[config.mk]
export PLATFORM = sky130hd
export DESIGN_NAME = line_share_classifier
export DESIGN_NICKNAME = d
export VERILOG_FILES = /design/src/rtl/shc_pkg.sv /design/src/rtl/shc_lfsr.sv /design/src/rtl/shc_table.sv /design/src/rtl/shc_update.sv /design/src/rtl/line_share_classifier.sv
export SDC_FILE = /design/constraint.sdc
export NUM_CORES = 1
export LEC_CHECK = 0
export ABC_AREA = 1
export CAP_MARGIN = 25
export CELL_PAD_IN_SITES_DETAIL_PLACEMENT = 2
export CELL_PAD_IN_SITES_GLOBAL_PLACEMENT = 2
export CORE_MARGIN = 2
export CORE_UTILIZATION = 39
export CTS_BUF_LIST = sky130_fd_sc_hd__clkbuf_8
export DETAILED_ROUTE_END_ITERATION = 16
export PLACE_DENSITY = 0.83
export SKIP_LAST_GASP = 1
export SLEW_MARGIN = 20
export SYNTH_ARGS = -nofsm -noshare
export SYNTH_HDL_FRONTEND = slang
export SYNTH_HIERARCHICAL = 1
export SYNTH_SLANG_ARGS = --single-unit
[constraint.sdc]
create_clock -name clk -period 2.7 [get_ports clk]
set_input_delay 0.54 -clock clk [delete_from_list [all_inputs] [get_ports clk]]
set_output_delay 0.54 -clock clk [all_outputs]
set_load 0.02 [all_outputs]
[src/rtl/shc_pkg.sv]
package shc_pkg;

    typedef enum logic [1:0] {
        CLS_NONE = 2'b00,
        CLS_OWN  = 2'b01,
        CLS_RSH  = 2'b10,
        CLS_RWSH = 2'b11
    } share_cls_e;

    typedef struct packed {
        logic write;
        logic remote;
    } acc_kind_t;

    typedef struct packed {
        share_cls_e cls;
        logic       bcast;
    } upd_t;

    // Next class and broadcast decision for one access.
    function automatic upd_t classify(share_cls_e cur, acc_kind_t k, logic demote);
        upd_t r;
        r.cls   = cur;
        r.bcast = k.write && (cur == CLS_RWSH);
        if (cur == CLS_RWSH) begin
            if (k.write && demote) begin
                r.cls = k.remote ? CLS_RSH : CLS_OWN;
            end
        end else if (k.remote) begin
            if (k.write) begin
                r.cls = CLS_RWSH;
            end else if (cur != CLS_RSH) begin
                r.cls = CLS_RSH;
            end
        end else begin
            if (cur == CLS_NONE) begin
                r.cls = CLS_OWN;
            end else if (cur == CLS_RSH && k.write) begin
                r.cls = CLS_RWSH;
            end
        end
        return r;
    endfunction

endpackage

[src/rtl/shc_lfsr.sv]
module shc_lfsr #(
    parameter int          WIDTH = 16,
    parameter logic [15:0] TAPS  = 16'hB400,
    parameter logic [15:0] SEED  = 16'hACE1
) (
    input  logic             clk,
    input  logic             rst,
    output logic [WIDTH-1:0] value
);
    localparam logic [WIDTH-1:0] TAP_V  = TAPS[WIDTH-1:0];
    localparam logic [WIDTH-1:0] SEED_V = SEED[WIDTH-1:0];

    logic [WIDTH-1:0] state;

    // Galois form; never reaches zero from a nonzero seed.
    always_ff @(posedge clk) begin
        if (rst) begin
            state <= SEED_V;
        end else if (state[0]) begin
            state <= (state >> 1) ^ TAP_V;
        end else begin
            state <= state >> 1;
        end
    end

    assign value = state;
endmodule

[src/rtl/shc_table.sv]
module shc_table #(
    parameter int LINES  = 64,
    parameter int LINE_W = $clog2(LINES)
) (
    input  logic                clk,
    input  logic                rst,
    input  logic [LINE_W-1:0]   rd_line,
    output shc_pkg::share_cls_e rd_cls,
    input  logic                wr_en,
    input  logic [LINE_W-1:0]   wr_line,
    input  shc_pkg::share_cls_e wr_cls
);
    import shc_pkg::*;

    share_cls_e ent [LINES];

    always_ff @(posedge clk) begin
        if (rst) begin
            for (int i = 0; i < LINES; i++) begin
                ent[i] <= CLS_NONE;
            end
        end else if (wr_en) begin
            ent[wr_line] <= wr_cls;
        end
    end

    assign rd_cls = ent[rd_line];
endmodule

[src/rtl/shc_update.sv]
module shc_update (
    input  shc_pkg::share_cls_e cur_cls,
    input  shc_pkg::acc_kind_t  kind,
    input  logic                demote,
    output shc_pkg::upd_t       upd
);
    import shc_pkg::*;

    always_comb begin
        upd = classify(cur_cls, kind, demote);
    end
endmodule

[src/rtl/line_share_classifier.sv]
module line_share_classifier #(
    parameter int LINES  = 64,
    parameter int LFSR_W = 16,
    parameter int LINE_W = $clog2(LINES)
) (
    input  logic              clk,
    input  logic              rst,
    input  logic              acc_valid,
    input  logic              acc_write,
    input  logic              acc_remote,
    input  logic [LINE_W-1:0] acc_line,
    input  logic [LFSR_W-1:0] demote_thr,
    output logic              res_valid,
    output logic [1:0]        res_class,
    output logic              res_bcast
);
    import shc_pkg::*;

    logic [LFSR_W-1:0] rnd;
    share_cls_e        cur_cls;
    acc_kind_t         kind;
    upd_t              upd;
    logic              demote;

    shc_lfsr #(.WIDTH(LFSR_W)) i_lfsr (
        .clk   (clk),
        .rst   (rst),
        .value (rnd)
    );

    shc_table #(.LINES(LINES), .LINE_W(LINE_W)) i_table (
        .clk     (clk),
        .rst     (rst),
        .rd_line (acc_line),
        .rd_cls  (cur_cls),
        .wr_en   (acc_valid),
        .wr_line (acc_line),
        .wr_cls  (upd.cls)
    );

    assign kind.write  = acc_write;
    assign kind.remote = acc_remote;
    assign demote      = (rnd <= demote_thr);

    shc_update i_update (
        .cur_cls (cur_cls),
        .kind    (kind),
        .demote  (demote),
        .upd     (upd)
    );

    always_ff @(posedge clk) begin
        if (rst) begin
            res_valid <= 1'b0;
            res_class <= 2'b00;
            res_bcast <= 1'b0;
        end else begin
            res_valid <= acc_valid;
            res_class <= acc_valid ? upd.cls : 2'b00;
            res_bcast <= acc_valid && upd.bcast;
        end
    end
endmodule

# Word level (Yosys, flattened, before mapping)
# Memories as Yosys holds them, arrays and structs flattened.
# Index checks and enable logic that the tools add are counted.
# Widths: inputs -> output; s select.
# classes
order_cmp	1
n_eq_ne	3
n_mux	17
bitwise_logic	2
n_reduce_logical	7
# ops
cell	n
$mux 2	9
$le 16x16->1	1
$mux 16	1
$mux 1	6
$mux 6	1
$eq 2x2->1 const B	2
$logic_and 1x1->1	4
$not 3->4	1
$reduce_or 2->1	2
$logic_not 2->1	1
$ne 2x2->1 const B	1
$not 1->1	1
# totals
register_bits	20
mem_bits_rw	128
in_bits	27
out_inout_bits	4
elab_cells	35
memories	1
# mem_list
name	words	word_bits	read_ports	rd_ports_with_merged_regs	write_ports	line_no	text
i_table.ent	64	2	1	0	64	shc_table.sv:15	share_cls_e ent [LINES];

# Longest topological paths before layout
# Gate-level depths: netlist (run 1).
# An unclocked memory read counts as a cell.
# logic_depth
word_depth	8
mapped_depth	18
mapped_depth_nobuf	17

# By module
# Netlist (run 1), hierarchy kept.
# by_module_without_submodules
module	instances	cells_each	area_each_um2	seq_area_each_um2
shc_table	1	742	6444.9	3843.7
line_share_classifier	1	84	549.3	80.1
shc_lfsr	1	51	474.2	320.3
shc_update	1	14	56.3	0.0

# Worst setup path before layout (run 1)
# Ideal clock, no wire load.
# synth_path
path_type	input -> register
startpoint	in acc_line[2]
endpoint	mem i_table/ent[0][0] in the netlist's numbering, data pin
setup_time_ns	0.266
arrival_ns	2.266
required_ns	2.434
path_slack_ns	0.168
path_stages	15
path_buffers	3
cell_sequence	clkbuf_1 -> inv_1 -> clkbuf_1 -> nand3_1 -> nand2_1 -> nand2_1 -> nand3_1 -> nand3_1 -> nand2_1 -> nand2_1 -> a21oi_1 -> nand2_1 -> inv_2 -> clkbuf_1 -> nor2_1
# synth_rtl
item	line_no	text
start, declared	line_share_classifier.sv:11	input logic [LINE_W-1:0] acc_line,
end, declared	shc_table.sv:15	

==> results of run 1 <==
## synthesized netlist by cell type
cell      instances
edfxtp_1        128
a21oi_1           8
o21ai_0           1
nor4_4            6
inv_2             5
nand4_1           7
clkbuf_1         38
nand3_1         114
ha_1             16
inv_1            51
nor3_1            6
nor3_2            2
dfxtp_1          20
a21o_1            1
buf_1             4
nand2_1         315
nor2_2            1
buf_4             1
buf_2             4
nand2_2           1
nor4_2            2
nor2_1          154
buf_6             1
or2_1             5
## cell families (layout without fill, tap and decap cells)
logic type               count (synthesis)  after routing  synth area share, %
AND/OR/NAND/NOR                        613            613                34.84
AO/OA/AOI/OAI                           10             10               0.6984
flip-flops                             148            148                56.40
buffers and inverters                  104            179                5.404
adder cells (fa/ha/maj)                 16             16                2.660
## metal layers
metal / routed length, um / vias up
met5: 0 / -
li1: - / 3027
met3: 1317 / 77
met2: 15960 / 248
met1: 11430 / 3455
met4: 1146 / 0
## tightest hold or removal path: cells and delay by family, from the launching register on
kind / cells / cell delay (ps)
buffers and inverters: 1 / 50
flip-flops: 1 / 320
AND/OR/NAND/NOR: 1 / 30
## power by group through the flow
stage	Combinational (W)	Sequential (W)	Clock, W
finish	0.000823	0.00261	0.00191
global route	0.000878	0.00262	0.00201
CTS	0.000771	0.00261	0.00190
detailed placement	0.000713	0.00266	0
global placement	0.000659	0.00264	0
floorplan	0.000385	0.00264	0
## sequential cells by signal (all words and copies together), names as in the netlist
name / cells
i_table/ent: 128
res_class: 2
res_bcast: 1
res_valid: 1
i_lfsr/value: 16
## layout make-up
cell class / instances / area (um2)
Inverter: 56 / 217.7
Clock inverter: 13 / 155.1
Sequential cell: 148 / 4244
Clock buffer: 19 / 261.5
Multi-Input combinational cell: 639 / 2899
Timing Repair Buffer: 91 / 943.4
Fill cell: 2046 / 9784
Tap cell: 260 / 325.3
## metrics by stage
step	TNS, ps	hold slack, ps	util [%]	instance area [um2]
final	0	439.4	48.04	9046
after detailed placement	-60120	432.3	45.04	8482
after global routing	0	469.0	48.04	9046
after global placement	-33350	413.5	45.04	8482
after CTS	0	440.7	47.67	8976
after floorplan	0	406.8	-	7525
## timing repair
| item | in CTS | in global routing |
|---|---|---|
| setup endpoints to repair | 64 | 75 |
| buffers inserted | 3 | 0 |
| cloned | 1 | 2 |
| gates resized for setup | 9 | 10 |
| pin swaps | 1 | 0 |
## final timing paths
| check | slack [ps] | from | to |
|---|---|---|---|
| min reg2reg | 440 | i_lfsr/value[9] | i_lfsr/value[8] |
| max | 80 | acc_line[0] | i_table/ent[54][0] |
| min | 440 | i_lfsr/value[9] | i_lfsr/value[8] |
| max reg2reg | 170 | i_lfsr/value[0] | i_table/ent[54][0] |
==> results_dict.tcl, run 1 <==
set metrics [dict create \
    status "complete, no violations" \
    rsz0062_at_grt "false" \
    fin_crit_sh_pct 96.93 \
    drc 0 \
    syn-cell-area_um2 7525 \
    fmax_mhz 382.1 \
    detail_route.vias_per_cell 5.552 \
    numCtsBuffers 17 \
    final_cell_mix "nand2_1, nor2_1, edfxtp_1, nand3_1, inv_1" \
    fp.dieW_um 142.9 \
    ff2ff_path_depth 18 \
    dpl.hpwl_um 18140 \
    period_minus_slack_ps 2617 \
    finalHoldViolCount 0 \
    path_cells "buf_2 > inv_2 > buf_12 > nand2_1 > nand3_1 > nand3_1 > nand2_1 > nand2_1 > nand3_1 > nand3_1 > nand2_2 > nand2_1 > inv_1 > nand2_1 > nand2_2 > inv_8 > buf_12 > nor2_1" \
    fin_nets 996 \
    core_area_um2 18830 \
    cts.sinks 148 \
    synth_top_area_cell "edfxtp_1" \
    pre_cts_ws_ps -584.8 \
    fin_cells 1226 \
    dieArea_um2 20420 \
    path_class "input port to register" \
    top_usage_layer "met2" \
    internal_power_w 0.003803 \
    maxCapViolations 0 \
    critPathMostFrequentCell "nand2_1" \
    grt_util_met3_pct 5.064 \
    wl_per_cell_um 24.35 \
    final_layout_size_suffix_gt1_share_pct 12.53 \
    clk_path_buf_depth 2 \
    crit_arrival_ps 2900 \
    antenna_found_initial 0 \
    p_comb_share_pct 15.4 \
    row_count 50 \
    ant_nets 0 \
    grt_max_degree 65 \
    power_frac_clock_pct 35.8 \
    place.gp.congestion 0.8261 \
    die_y_um 142.9 \
    io_pins 31 \
    worst_setup_path_end_kind "register" \
    hold_depth 2 \
    cts_tree "done" \
    irDropWorstVdd_uv 338.4 \
    leakage_nw 3.990 \
    cts_max_level 4 \
    dp_cells 1188 \
    synth_top_area_share_pct 51.08 \
    p_seq_share_pct 48.8 \
    cpLargestDelayFamily "simple AND/OR/NAND/NOR gates" \
    grt-ovfl-total 0 \
    p_per_area_nw_per_um2 590.7 \
    hold_buffers 0 \
    drtPass1Iterations 5 \
    cp.required_ps 2990 \
    crit_path_start_kind "input port" \
    cpPeakStageDelay_ps 220 \
    synthTopCellsByArea "edfxtp_1, nand2_1, nor2_1, nand3_1, dfxtp_1" \
    drt_iter0_markers 521 \
    critPathBufInv 6 \
    syn_nets 934 \
    grt_pass1_vias 7681 \
    start_util_pct 39.96 \
    use_met1_pct 33.59 \
    avgSynthCellArea_um2 8.445 \
    ys_warn_count 6 \
    relSlewSlack_pct 46.52 \
    p_total_w 0.005343 \
    num_vias 6807 \
    tightest_slew_ps 802.2 \
    crit_fanout 36 \
    syn_to_final_growth_pct 20.22 \
    crit_slowest_cell "nor2_1" \
    finalClockSkew_ps 15.49 \
    ys_seq_elements 148 \
    ys_seq_area_share_pct 56.40 \
    drt_wl_total_um 29850 \
    cp_num_cells 18 \
    setup_viol 0 \
    final_common_cell "nand2_1" \
    netlist_instances 891 \
    grt_use_met2_pct 56.16 \
    grt_pass1_wl_um 45280 \
    diodes 0 \
    p_sw_w 0.001540 \
    grtUsageTotal_pct 30.14 \
    insertion_delay_ps 480 \
    synth_cell_types 24 \
    clk_pin_slew_ps 80 \
    drv_slew 0 \
    hp-class "register to register" \
    sw_frac_of_total_pct 28.82 \
    port_buffers 30 \
    cts_root_buf "clkbuf_8" \
    timing.final.ws_setup_ps 82.91 \
]
(Power assumes the default switching activity.)
==> run 2: changes to the inputs <==
- CTS_CLUSTER_DIAMETER: not set -> 80
- SKIP_LAST_GASP: 1 -> not set
==> results of run 2 <==
Final layout, timing and power as in run 1 (identical DEF).
==> run 3: changes to the inputs <==
- SLEW_MARGIN: 20 -> 30
==> results of run 3 <==
Final layout, timing and power as in run 1 (identical DEF).
